**config.mk**
```make
export PLATFORM = sky130hd
export DESIGN_NAME = alu_cc_unit
export DESIGN_NICKNAME = d
export VERILOG_FILES = /design/src/rtl/alu_cc_pkg.sv /design/src/rtl/alu_datapath.sv /design/src/rtl/flag_store.sv /design/src/rtl/cond_select.sv /design/src/rtl/alu_cc_unit.sv
export SDC_FILE = /design/constraint.sdc
export NUM_CORES = 1
export LEC_CHECK = 0
export BUFFER_PORTS_ARGS = -buffer_cell sky130_fd_sc_hd__clkbuf_2
export CORE_UTILIZATION = 49
export CTS_BUF_LIST = sky130_fd_sc_hd__clkbuf_2
export CTS_CLUSTER_DIAMETER = 80
export CTS_CLUSTER_SIZE = 40
export DETAILED_ROUTE_END_ITERATION = 6
export PLACE_DENSITY_LB_ADDON = 0.15
export SYNTH_ARGS = -nofsm -noshare
export SYNTH_HDL_FRONTEND = slang
export SYNTH_HIERARCHICAL = 1
export SYNTH_SLANG_ARGS = --single-unit
```
**constraint.sdc**
```tcl
create_clock -name clk -period 6.9 [get_ports clk]
set_input_delay 1.035 -clock clk [delete_from_list [all_inputs] [get_ports clk]]
set_output_delay 1.035 -clock clk [all_outputs]
set_load 0.005 [all_outputs]
```
**src/rtl/alu_cc_pkg.sv**
```systemverilog
package alu_cc_pkg;
   localparam int FN_ADD = 0;
   localparam int FN_SUB = 1;
   localparam int FN_AND = 2;
   localparam int FN_XOR = 3;

   localparam int CC_ALWAYS = 0;
   localparam int CC_LE     = 1;
   localparam int CC_LT     = 2;
   localparam int CC_EQ     = 3;
   localparam int CC_NE     = 4;
   localparam int CC_GE     = 5;
   localparam int CC_GT     = 6;

   typedef struct packed {
      logic z;
      logic s;
      logic o;
   } flags_t;
endpackage

```
**src/rtl/alu_datapath.sv**
```systemverilog
module alu_datapath
   import alu_cc_pkg::*;
#(
   parameter int DATA_W    = 32,
   parameter int FN_W      = 4,
   parameter int OVF_STYLE = 0   // 0: operand/result signs, 1: carry into vs out of MSB
) (
   input  logic [DATA_W-1:0] opa,
   input  logic [DATA_W-1:0] opb,
   input  logic [FN_W-1:0]   alu_fn,
   output logic [DATA_W-1:0] result,
   output flags_t            next_flags
);
   localparam int MSB = DATA_W - 1;

   generate
      if (DATA_W < 2) begin : g_bad_w
         $error("alu_datapath: DATA_W must be at least 2");
      end
      if (FN_W < 2) begin : g_bad_fn
         $error("alu_datapath: FN_W must be at least 2");
      end
      if (OVF_STYLE != 0 && OVF_STYLE != 1) begin : g_bad_style
         $error("alu_datapath: OVF_STYLE must be 0 or 1");
      end
   endgenerate

   logic              is_sub;
   logic              is_arith;
   logic [DATA_W-1:0] addend;
   logic [DATA_W-1:0] sum;
   logic              ovf_arith;

   assign is_sub   = (alu_fn == FN_W'(FN_SUB));
   assign is_arith = (alu_fn == FN_W'(FN_ADD)) || is_sub;
   // subtract is opb + ~opa + 1
   assign addend   = is_sub ? ~opa : opa;

   generate
      if (OVF_STYLE == 0) begin : g_ovf_sign
         assign sum       = opb + addend + DATA_W'(is_sub);
         assign ovf_arith = (opb[MSB] == addend[MSB]) && (sum[MSB] != opb[MSB]);
      end else begin : g_ovf_carry
         logic [DATA_W:0] wide;
         logic            c_in_msb;
         assign wide      = {1'b0, opb} + {1'b0, addend} + (DATA_W + 1)'(is_sub);
         assign sum       = wide[MSB:0];
         assign c_in_msb  = opb[MSB] ^ addend[MSB] ^ sum[MSB];
         assign ovf_arith = c_in_msb ^ wide[DATA_W];
      end
   endgenerate

   always_comb begin
      unique case (alu_fn)
         FN_W'(FN_ADD),
         FN_W'(FN_SUB): result = sum;
         FN_W'(FN_AND): result = opa & opb;
         FN_W'(FN_XOR): result = opa ^ opb;
         default:       result = '0;
      endcase
   end

   assign next_flags.z = (result == '0);
   assign next_flags.s = result[MSB];
   assign next_flags.o = is_arith & ovf_arith;
endmodule

```
**src/rtl/flag_store.sv**
```systemverilog
module flag_store
   import alu_cc_pkg::*;
(
   input  logic   clk,
   input  logic   rst_n,
   input  logic   load,
   input  flags_t d,
   output flags_t q
);
   localparam flags_t RESET_FLAGS = '{z: 1'b1, s: 1'b0, o: 1'b0};

   always_ff @(posedge clk or negedge rst_n) begin
      if (!rst_n) begin
         q <= RESET_FLAGS;
      end else if (load) begin
         q <= d;
      end
   end

   AST_FLAGS_HOLD: assert property (@(posedge clk) disable iff (!rst_n)
      !load |=> q == $past(q));
endmodule

```
**src/rtl/cond_select.sv**
```systemverilog
module cond_select
   import alu_cc_pkg::*;
#(
   parameter int CC_W = 4
) (
   input  flags_t          flags,
   input  logic [CC_W-1:0] cond_fn,
   output logic            hit
);
   generate
      if (CC_W < 3) begin : g_bad_cc
         $error("cond_select: CC_W must be at least 3");
      end
   endgenerate

   logic lt;
   assign lt = flags.s ^ flags.o;

   always_comb begin
      unique case (cond_fn)
         CC_W'(CC_ALWAYS): hit = 1'b1;
         CC_W'(CC_LE):     hit = lt | flags.z;
         CC_W'(CC_LT):     hit = lt;
         CC_W'(CC_EQ):     hit = flags.z;
         CC_W'(CC_NE):     hit = ~flags.z;
         CC_W'(CC_GE):     hit = ~lt;
         CC_W'(CC_GT):     hit = ~lt & ~flags.z;
         default:          hit = 1'b0;
      endcase
   end

   always_comb begin
      AST_EQ_NE_EXCLUSIVE: assert (!(cond_fn == CC_W'(CC_EQ) && hit && !flags.z));
   end
endmodule

```
**src/rtl/alu_cc_unit.sv**
```systemverilog
module alu_cc_unit
   import alu_cc_pkg::*;
#(
   parameter int DATA_W    = 32,
   parameter int FN_W      = 4,
   parameter int CC_W      = 4,
   parameter int OVF_STYLE = 0
) (
   input  logic              clk,
   input  logic              rst_n,
   input  logic [DATA_W-1:0] opa,
   input  logic [DATA_W-1:0] opb,
   input  logic [FN_W-1:0]   alu_fn,
   input  logic              set_cc,
   input  logic [CC_W-1:0]   cond_fn,
   output logic [DATA_W-1:0] result,
   output logic              zf,
   output logic              sf,
   output logic              of,
   output logic              cond_true
);
   flags_t nxt_flags;
   flags_t cur_flags;

   alu_datapath #(
      .DATA_W   (DATA_W),
      .FN_W     (FN_W),
      .OVF_STYLE(OVF_STYLE)
   ) u_dp (
      .opa       (opa),
      .opb       (opb),
      .alu_fn    (alu_fn),
      .result    (result),
      .next_flags(nxt_flags)
   );

   flag_store u_flags (
      .clk  (clk),
      .rst_n(rst_n),
      .load (set_cc),
      .d    (nxt_flags),
      .q    (cur_flags)
   );

   cond_select #(.CC_W(CC_W)) u_cond (
      .flags  (cur_flags),
      .cond_fn(cond_fn),
      .hit    (cond_true)
   );

   assign zf = cur_flags.z;
   assign sf = cur_flags.s;
   assign of = cur_flags.o;

   AST_ZERO_CAPTURE: assert property (@(posedge clk) disable iff (!rst_n)
      set_cc |=> zf == ($past(result) == '0));
   AST_SIGN_CAPTURE: assert property (@(posedge clk) disable iff (!rst_n)
      set_cc |=> sf == $past(result[DATA_W-1]));
   AST_NO_OVF_LOGIC: assert property (@(posedge clk) disable iff (!rst_n)
      (set_cc && alu_fn != FN_W'(FN_ADD) && alu_fn != FN_W'(FN_SUB)) |=> !of);
   AST_ALWAYS_TAKEN: assert property (@(posedge clk) disable iff (!rst_n)
      (cond_fn == CC_W'(CC_ALWAYS)) |-> cond_true);
   AST_UNDEF_COND: assert property (@(posedge clk) disable iff (!rst_n)
      (cond_fn > CC_W'(CC_GT)) |-> !cond_true);
endmodule

```
=== After elaboration in Yosys (flattened, before gate mapping) ===
Index checks and enable logic that the tools add are counted.

* Register bits after elaboration: 3
* Output and inout port bits: 36
* Word-level logic and storage cells: 34

* Bitwise gates (word level): 9
* Multiplexer cells: 3
* Reduce and logical (&&, ||, !) cells: 6
* Equality and inequality tests: 11
* Add/sub/neg operators: 2

{| class="wikitable"
|+ Operator list
! kind !! count
|-
| 32-bit case mux with 3 select lines || 1
|-
| 32-bit by 1-bit adder with 32-bit output || 1
|-
| 32-bit adder || 1
|-
| 32-bit bitwise AND || 1
|-
| 32-bit logical NOT || 1
|-
| 32-bit two-way mux || 1
|-
| 32-bit NOT || 1
|-
| 32-bit bitwise XOR || 1
|-
| 4-bit by 2-bit equality test with 1-bit output, second input constant || 4
|-
| 4-bit by 3-bit equality test with 1-bit output, second input constant || 3
|-
| 4-bit by 1-bit equality test with 1-bit output, second input constant || 2
|-
| 4-bit logical NOT || 2
|-
| 1-bit case mux with 7 select lines || 1
|-
| 1-bit bitwise AND || 2
|-
| 1-bit NOT || 2
|-
| 2-bit OR reduction || 1
|-
| 1-bit equality test || 1
|-
| 1-bit logical AND || 1
|-
| 1-bit logical OR || 1
|-
| 1-bit inequality test || 1
|-
| 1-bit OR || 1
|-
| 1-bit bitwise XOR || 1
|}

=== Longest topological paths before layout ===
Gate-level depths: netlist of the first run.

* Word-level depth: 7
* Gate-level depth with buffers: 19
* Mapped depth without buffers: 16

=== Cells and area by module ===
The synthesis of the first run kept the hierarchy.

{| class="wikitable"
|+ Modules (own cells, without submodules)
! module !! times used !! seq. area each (um^2) !! area an instance (um^2) !! cells each
|-
| alu_datapath || 1 || 0.0 || 3234.4 || 445
|-
| flag_store || 1 || 76.3 || 110.1 || 6
|-
| cond_select || 1 || 0.0 || 81.3 || 10
|}

=== Worst setup path before layout of the first run ===
No wires, ideal clock.

* Path kind: input-to-reg
* Start: input alu_fn[0]
* End: register u_flags/q[2] (netlist bit)
* Stages on the path: 18
* Data required time: 6.841 ns
* Library setup time: 0.059 ns
* Setup slack: 1.273 ns
* Arrival time: 5.568 ns
* Cell sequence: buf_2 -> buf_1 -> nand2_1 -> buf_1 -> xnor2_1 -> fa_1 -> nand3_1 -> a21o_1 -> and2_1 -> o21ai_1 -> xor2_1 -> or3_1 -> a211o_1 -> or4_1 -> or4b_1 -> or4_1 -> nor3_2 -> mux2_2

{| class="wikitable"
|+ RTL lines
! what !! line !! RTL
|-
| start, declared || alu_cc_unit.sv:13 || <nowiki>input logic [FN_W-1:0] alu_fn,</nowiki>
|-
| end signal, assigned || flag_store.sv:14 || <nowiki>q <= RESET_FLAGS;</nowiki>
|-
| end signal, assigned || flag_store.sv:16 || <nowiki>q <= d;</nowiki>
|-
| end, declared || flag_store.sv:8 || <nowiki>output flags_t q</nowiki>
|}

=== Final worst setup path of the first run ===
* Start: input alu_fn[1]
* End: output result[28]

* Longest elaborated chain between the ends: 5
* Elaborated cells on any way between the ends: 9
* Those cells by class: add/sub (2); eq/ne (3); mux (2); reduce/logical (2)

{| class="wikitable"
|+ RTL lines
! what !! line !! RTL
|-
| 4-bit by 1-bit equality test with 1-bit output || alu_datapath.sv:34, alu_datapath.sv:54 ||
|-
| 32-bit two-way mux || alu_datapath.sv:37 || <nowiki>assign addend = is_sub ? ~opa : opa;</nowiki>
|-
| 32-bit adder || alu_datapath.sv:41 || <nowiki>assign sum = opb + addend + DATA_W'(is_sub);</nowiki>
|-
| 32-bit by 1-bit adder with 32-bit output || alu_datapath.sv:41 ||
|-
| 32-bit case mux with 3 select lines * || alu_datapath.sv:54 || <nowiki>unique case (alu_fn)</nowiki>
|-
| end, declared || alu_cc_unit.sv:16 || <nowiki>output logic [DATA_W-1:0] result,</nowiki>
|}

Every way passes the cells marked *; elsewhere a longest branch is shown, timed or not.

==> out/qor.csv, run 1 <==
metric,value,unit
fmax,156,MHz
h-tree-depth,1,
reg2reg_from,u_flags/q[0],
syn_area,3430,um2
path_delay_family,compound AO/OA/AOI/OAI gates,
final.setup.tns,0,ps
synth_nets,602,
routabilityCongestion,0.965,
dr_wl_met2,5080,um
vias,3890,
path_common_cell,clkbuf_2,
synth_seq_cells,3,
start_util,50.7,%
status,"finished, final reports clean",
rr_worst_depth,1,
synthDominantCellAreaShare,23.7,%
max_slew_margin,39.1,%
ir_worst_vdd,42.7,uV
clkSinkCount,3,
grt_pass1_wl,17000,um
r2r_end,u_flags/q[0],
top_register,u_flags/q,
cts_buffers,3,
grt_setup_unrepaired,no,
path_clk_slew,40,ps
nNetsFinal,697,
clock_latency,210,ps
cts_tree,yes,
critPathLaunchType,input port,
worstPathCellList,clkbuf_2 > nor3_4 > nand2_1 > buf_4 > xnor2_1 > ha_1 > nand4_1 > or2_2 > o221ai_1 > a41oi_1 > o311ai_0 > xor2_1 > a222oi_1 > inv_1 > clkbuf_2,
core,6760,um2
cp.required,5860,ps
fin_crit_sh,92.6,%
drtIter0Drc,190,
largest_registers,u_flags/q: 3 flops,
crit_type,in -> out,
min_to,u_flags/q[1],
pin_count,111,
whs,557,ps
fin_skew,0,ps
drt_wl_total,10300,um
grt_pass1_vias,3641,
drt-met1-wl,4770,um
ys_types,68,
grt_max_degree,25,
hpwl,8460,um
drc,0,
hold_start,u_flags/q[1],
wire_per_inst,16.2,um
yosysWarningCount,6,
syn_to_final_growth,17.6,%
met3WireLength,337,um
crit_path_max_incr_delay,610,ps
synth_compound_area_share,29.8,%
drt-pass1-iter-count,4,
synth.area.mux_share,5.22,%
mostFrequentLayoutCells,"clkbuf_2, ha_1, xnor2_1",
yosysTopAreaCell,ha_1,
row_count,30,
slowest_stage,o311ai_0,
hold_depth,1,
ant_nets,0,
ys_seq_area_share,2.23,%
die-area,7330,um2
path_max_fanout,10,
synth_xor_xnor_area_share,14.6,%
syn_area_per_cell,7.43,um2
synth_area_leaders,"ha_1, xnor2_1, a21oi_1, o21ai_0, nand2_1",
die_x,85.6,um
hold_violations,0,
yosys.area_share.simple,19.5,%
post-cts-setup-buffers,0,
worstMarginPinSlew,913,ps
drv_cap,0,
overflow,0,
final_max_slew_viol_count,0,
final_common_cell,clkbuf_2,
antenna_cells,0,
grt_usage,28.1,%
vias_per_cell,6.13,
report.final.setup_viol,0,
synth_edf_count,0,
powerDensity,101,nW/um2
clockBufferDepth,2,
endpoint_kind,output port,
routed.top_layer,met4,
period_needed,6390,ps
postSynthCellCount,461,
synthFlopType,dfrtp_1,
hold_path.class,reg -> reg,
r2r_slack,6120,ps
crit_buf_inv,4,
cts_hold_buf,0,
die-height,85.6,um
cts_resized,0,
synthAdderAreaFrac,24.3,%
synth_top_family_by_area,compound AO/OA/AOI/OAI gates,
port_buffers,110,
drive_gt1_share,24.5,%
cp-startpoint,alu_fn[1],
largest_reg_flops,3,
antenna_found_initial,0,
arrival,5360,ps
p_leak,1.99,nW
cts-root-buf,clkbuf_2,
synthArstFlopShare,100,%
Yosys cell counts, drive strengths merged, types with 4 or more instances:
library cell,instances
o22ai,4
mux2i,10
xor2,12
a211oi,10
xnor2,45
nor3,13
mux2,7
o21a,6
o21bai,4
nand2,32
inv,12
a221oi,4
ha,65
nor2,26
nand4,10
buf,12
a21o,10
a21oi,39
nand3,9
o21ai,36
or3,6
a22oi,15
or4,5
clkbuf,13
and3,5
per-layer routing:
metal  track usage (%)  up-vias
met5                 0        -
met4              5.00        0
met3              1.73       13
met2              51.1      106
met1              36.9     1819
li1                  -     1952
metrics by stage:
step	worst slack (ps)	instances	instance area (um2)	utilization [%]	power, W
2_1_floorplan	1270	461	3430	-	0.000268
3_3_place_gp	430	631	4010	59.4	0.000372
3_5_place_dp	406	631	4010	59.4	0.000374
4_1_cts	501	635	4030	59.6	0.000404
5_1_grt	67.9	635	4030	59.6	0.000450
6_report	509	635	4030	59.6	0.000405
how the worst max path moves through the flow:
stage                        end  slack (ps)  cells past startpoint
floorplan           u_flags/q[2]        1270                     18
global placement    u_flags/q[2]         430                     17
detailed placement  u_flags/q[2]         410                     17
finish                result[28]         510                     15
CTS                   result[28]         500                     15
global route          result[28]          70                     15
cells by family (layout without fill, tap and decap cells):
family | count (synthesis) | in the layout
buffers and inverters | 37 | 131
AO/OA/AOI/OAI | 156 | 156
adder cells (fa/ha/maj) | 66 | 66
multiplexers | 17 | 17
flip-flops | 3 | 3
AND/OR/NAND/NOR | 125 | 125
XOR/XNOR | 57 | 57
power breakdown:
group | switching [W] | internal [W] | total, W
Combinational | 0.000203 | 0.000156 | 0.000359
Sequential | 0.00000119 | 0.0000192 | 0.0000204
Clock | 0.0000101 | 0.0000153 | 0.0000254
cell type report:
cell class	count	area (um2)
clock buffer	4	20.0
fill	654	2730
inverter	12	45.0
multi-input combinational	421	3200
sequential	3	76.3
tap	80	100
timing repair buffer	115	588
(Power assumes the default switching activity.)
==> run 2, diff against run 1 <==
clock period = 6.4 ns   (was 6.9 ns; I/O delays follow)
==> run 2 against run 1 <==
Net effect:
- clock power up 6%
- routed wire length rose by 0.97%
- final area is 0.74% higher
- sequential power rose by 8%
==> out/qor.csv, run 2 (synthesis results as in run 1) <==
metric,value,unit,change
grt_pass1_vias,3557,,-2.3%
crit_path_max_incr_delay,390,ps,-220 ps
vias,3914,,+0.62%
endpoint_kind,output port,,
fin_skew,0,ps,unchanged
internal_power,0.000208,W,+8.9%
status,"finished, final reports clean",,
crit_type,in -> out,,
syn_to_final_growth,18.5,%,
r2r_end,u_flags/q[0],,
cts_buffers,3,,unchanged
nNetsFinal,701,,+0.57%
period_needed,6020,ps,
grt_setup_unrepaired,no,,
drive_gt1_share,25.0,%,+0.54 points
final_common_cell,clkbuf_2,,
die_x,85.6,um,unchanged
die-height,85.6,um,unchanged
final.setup.tns,0,ps,unchanged
drt-pass1-iter-count,4,,unchanged
antenna_cells,0,,unchanged
worstPathCellList,clkbuf_2 > nor3_4 > nand2_1 > buf_4 > xnor2_1 > ha_1 > a21oi_1 > o21ai_0 > a211oi_1 > o21ai_0 > a31oi_1 > nor2_1 > a21o_1 > a21oi_1 > xnor2_1 > o21ai_0 > clkbuf_2,,
report.final.setup_viol,0,,unchanged
path_delay_family,compound AO/OA/AOI/OAI gates,,
multi_input_area,3200,um2,unchanged
core,6760,um2,unchanged
ant_nets,0,,unchanged
r2r_slack,5630,ps,-490 ps
drt_wl_total,10400,um,+0.97%
die-area,7330,um2,unchanged
cts_resized,0,,unchanged
drv_cap,0,,unchanged
switching_share,52.7,%,-0.20 points
pwr-share-seq,5.0,%,about the same
clkSinkCount,3,,unchanged
rr_worst_depth,1,,unchanged
port_buffers,110,,unchanged
path_max_fanout,12,,+2
cp-startpoint,alu_fn[1],,
vias_per_cell,6.13,,about the same
cp.required,5440,ps,-420 ps
hold_path.class,in -> async,,
worstMarginPinSlew,945,ps,+31.6 ps
critPathLaunchType,input port,,
pwr-share-comb,88.9,%,+0.2 points
antenna_found_initial,0,,unchanged
fmax,166,MHz,
clockBufferDepth,2,,unchanged
cts_hold_buf,0,,unchanged
largest_registers,u_flags/q: 3 flops,,
clock_latency,200,ps,about the same
top_register,u_flags/q,,
drc,0,,unchanged
slowest_stage,a31oi_1,,
power,0.000439,W,+8.4%
overflow,0,,unchanged
hpwl,8550,um,+0.99%
cts_tree,yes,,
hold_violations,0,,unchanged
final_max_slew_viol_count,0,,unchanged
max_slew_margin,37.0,%,-2.1 points
start_util,50.7,%,unchanged
reg2reg_from,u_flags/q[0],,
row_count,30,,unchanged
arrival,5060,ps,-300 ps
post-cts-setup-buffers,0,,unchanged
grt_usage,27.6,%,-0.53 points
largest_reg_flops,3,,unchanged
path_common_cell,o21ai_0,,
h-tree-depth,1,,unchanged
pwr-share-clk,6.1,%,-0.2 points
drtIter0Drc,183,,-3.7%
path_clk_slew,50,ps,about the same
grt_max_degree,25,,unchanged
fillers,687,,+5.0%
mostFrequentLayoutCells,"clkbuf_2, ha_1, xnor2_1",,
p_leak,2.01,nW,+1.0%
grt_pass1_wl,16600,um,-2.7%
pin_count,111,,unchanged
power.switching,0.000232,W,+8.0%
regArea,76.3,um2,unchanged
fin_crit_sh,94.0,%,
routabilityCongestion,0.969,,+0.50%
cts-root-buf,clkbuf_2,,
ir_worst_vdd,47.1,uV,+10%
crit_buf_inv,3,,-1
powerDensity,108,nW/um2,+7.6%
wire_per_inst,16.3,um,+0.34%
-- run 2: how the worst max path moves through the flow --
stage / end / slack [ps] / depth (start not counted)
floorplan: u_flags/q[2] / 850 / 18
global placement: result[27] / 460 / 17
detailed placement: result[29] / 510 / 16
CTS: result[29] / 500 / 16
global route: result[27] / 170 / 17
finish: result[27] / 380 / 17
-- run 2: per-layer routing --
metal | up-vias | wire length, um | global-route usage, % | share of wire, %
met3 | 9 | 617 | 1.25 | 5.9
met4 | 0 | 129 | 6.21 | 1.2
met5 | - | 0 | 0 | 0
met2 | 143 | 5100 | 51.4 | 49
li1 | 1967 | - | - | -
met1 | 1795 | 4560 | 34.9 | 44
-- run 2: power groups by stage --
stage	logic (W)	registers [W]	clock network [W]
detailed placement	0.000385	0.0000223	0
finish	0.000391	0.0000220	0.0000268
global route	0.000432	0.0000222	0.0000312
floorplan	0.000267	0.0000222	0
CTS	0.000387	0.0000220	0.0000281
global placement	0.000381	0.0000223	0
-- run 2: final cells by class --
cell class | count | area share (%)
multi-input cells | 421 | 78.8
repair buffers | 119 | 15.2
well taps | 80 | 2.47
flip-flops and latches | 3 | 1.88
inverters | 12 | 1.11
clock buffers | 4 | 0.493
-- run 2: metrics by stage --
stage / hold slack (ps) / util, % / cell area (um2) / cells / worst slack, ps
after floorplan: 548 / - / 3430 / 461 / 848
after global placement: 546 / 59.8 / 4040 / 635 / 463
after detailed placement: 545 / 59.8 / 4040 / 635 / 507
after CTS: 528 / 60.1 / 4060 / 639 / 499
after global routing: 513 / 60.1 / 4060 / 639 / 166
final: 539 / 60.1 / 4060 / 639 / 384
==> run 3, diff against run 2 <==
--- a/config.mk
+++ b/config.mk
@@ -12,4 +12,5 @@
 export CTS_CLUSTER_SIZE = 40
 export DETAILED_ROUTE_END_ITERATION = 6
+export GPL_ROUTABILITY_DRIVEN = 0
 export PLACE_DENSITY_LB_ADDON = 0.15
 export SYNTH_ARGS = -nofsm -noshare
==> constraint.sdc (replaced) <==
create_clock -name clk -period 6.4 [get_ports clk]
set_input_delay 0.96 -clock clk [delete_from_list [all_inputs] [get_ports clk]]
set_output_delay 0.96 -clock clk [all_outputs]
set_load 0.02 [all_outputs]
==> run 3 against run 2 <==
Net effect:
- global-route usage increased by 0.44 points
- utilization decreased by 0.33 points
- register-to-register slack about the same
- power increased by 4.6%
- combinational power increased by 5.1%
- hold slack improved by 7.8 ps
- first-iteration DRC count decreased by 13%
- cell count decreased by 0.47%
- critical path type unchanged
- largest cell class unchanged
==> out/qor.csv, run 3 (synthesis results as in run 1) <==
metric,value,unit,change
vias,4054,,+3.6%
overflow,0,,unchanged
die_x,85.6,um,unchanged
hpwl,8580,um,+0.40%
post-cts-setup-buffers,0,,unchanged
crit_path_max_incr_delay,370,ps,-20 ps
drt_wl_total,10400,um,-0.12%
core,6760,um2,unchanged
fmax,171,MHz,+3.0%
arrival,4880,ps,-180 ps
largest_reg_flops,3,,unchanged
final_common_cell,clkbuf_2,,
final_max_slew_viol_count,0,,unchanged
report.final.setup_viol,0,,unchanged
grt_max_degree,25,,unchanged
fin_crit_sh,91.3,%,-2.7 points
mostFrequentLayoutCells,"clkbuf_2, ha_1, xnor2_1",,
cts_resized,0,,unchanged
powerDensity,114,nW/um2,+5.1%
wire_per_inst,16.3,um,+0.36%
worstPathCellList,clkbuf_2 > nor3_4 > nand2_1 > buf_4 > xnor2_1 > ha_1 > a21oi_1 > o21ai_0 > a211oi_1 > o21ai_0 > a31oi_1 > o21ai_0 > a221oi_1 > xor2_1 > o22ai_1 > clkbuf_2,,
start_util,50.7,%,unchanged
die-area,7330,um2,unchanged
internal_power,0.000206,W,-0.62%
p_leak,2.00,nW,-0.78%
pwr-share-seq,4.8,%,-0.2 points
port_buffers,110,,unchanged
switching_share,55.0,%,+2.3 points
grt_setup_unrepaired,no,,
path_clk_slew,50,ps,about the same
drtIter0Drc,160,,-13%
syn_to_final_growth,17.9,%,
worstMarginPinSlew,919,ps,-26.0 ps
power.switching,0.000253,W,+9.2%
period_needed,5840,ps,-176 ps
h-tree-depth,1,,unchanged
cts-root-buf,clkbuf_2,,
grt_pass1_vias,3770,,+6.0%
row_count,30,,unchanged
clockBufferDepth,2,,unchanged
endpoint_kind,output port,,
vias_per_cell,6.37,,+4.1%
drv_cap,0,,unchanged
largest_registers,u_flags/q: 3 flops,,
antenna_cells,0,,unchanged
top_register,u_flags/q,,
hold_violations,0,,unchanged
drive_gt1_share,24.6,%,-0.40 points
clock_latency,200,ps,about the same
power,0.000459,W,+4.6%
path_max_fanout,12,,unchanged
ant_nets,0,,unchanged
critPathLaunchType,input port,,
cp.required,5440,ps,about the same
antenna_found_initial,0,,unchanged
crit_type,in -> out,,
ir_worst_vdd,44.1,uV,-6.4%
nNetsFinal,698,,-0.43%
grt_usage,28.0,%,+0.44 points
pwr-share-clk,5.8,%,-0.3 points
drt-pass1-iter-count,5,,+1
cts_tree,yes,,
grt_pass1_wl,16900,um,+2.0%
max_slew_margin,38.7,%,+1.7 points
hold_path.class,in -> async,,
pin_count,111,,unchanged
cts_hold_buf,0,,unchanged
clkSinkCount,3,,unchanged
cts_buffers,3,,unchanged
die-height,85.6,um,unchanged
fin_skew,0,ps,unchanged
pwr-share-comb,89.4,%,+0.5 points
drc,0,,unchanged
path_common_cell,o21ai_0,,
slowest_stage,ha_1,,
status,"finished, final reports clean",,
final.setup.tns,0,ps,unchanged
==> run 3: cell types whose count changed in the layout (fill, tap and decap cells not counted), sizes merged <==
cell	delta
buf	-3
==> run 3: stage by stage <==
step	instances	setup slack (ps)	utilization, %	hold slack [ps]	cell area [um2]
2_1_floorplan	461	717	-	664	3430
3_3_place_gp	632	563	59.5	545	4020
3_5_place_dp	632	529	59.5	545	4020
4_1_cts	636	577	59.8	534	4040
5_1_grt	636	144	59.8	515	4040
6_report	636	560	59.8	547	4040
==> run 3: critical path, delay by kind of cell <==
kind	cells	cell delay (ps)
adders and majority gates	1	370
buffers and inverters	3	690
xor gates and xnor gates	2	270
and+or+nand+nor	2	550
AOI/OAI and AO/OA	8	2030
==> run 3: worst paths after layout <==
path | from | to | slack, ps | cells past startpoint
max in group asynchronous | rst_n | u_flags/q[2] | 5650 | 1
min reg2reg | u_flags/q[1] | u_flags/q[1] | 550 | 1
min in group clk | u_flags/q[1] | u_flags/q[1] | 550 | 1
min | rst_n | u_flags/q[1] | 550 | 1
max | alu_fn[1] | result[29] | 560 | 16
max reg2reg | u_flags/q[0] | u_flags/q[0] | 5620 | 1
==> run 3: power by group through the flow <==
stage | sequential [W] | clock, W | combinational [W]
6_report | 0.0000220 | 0.0000267 | 0.000411
5_1_grt | 0.0000222 | 0.0000312 | 0.000451
4_1_cts | 0.0000220 | 0.0000279 | 0.000406
3_5_place_dp | 0.0000223 | 0 | 0.000403
3_3_place_gp | 0.0000223 | 0 | 0.000397
2_1_floorplan | 0.0000238 | 0 | 0.000286
==> run 3: routing by layer <==
layer | global-route usage, % | up-vias | wire (um)
met5 | 0 | - | 0
met2 | 51.1 | 167 | 5090
met4 | 11.4 | 0 | 315
li1 | - | 1957 | -
met1 | 34.0 | 1904 | 4390
met3 | 2.12 | 26 | 599
==> run 3: layout make-up <==
cell class	count	area, um2
inverters	12	45.0
flip-flops and latches	3	76.3
clock buffers	4	20.0
repair buffers	116	596
well taps	80	100
multi-input cells	421	3200
fillers	678	2720
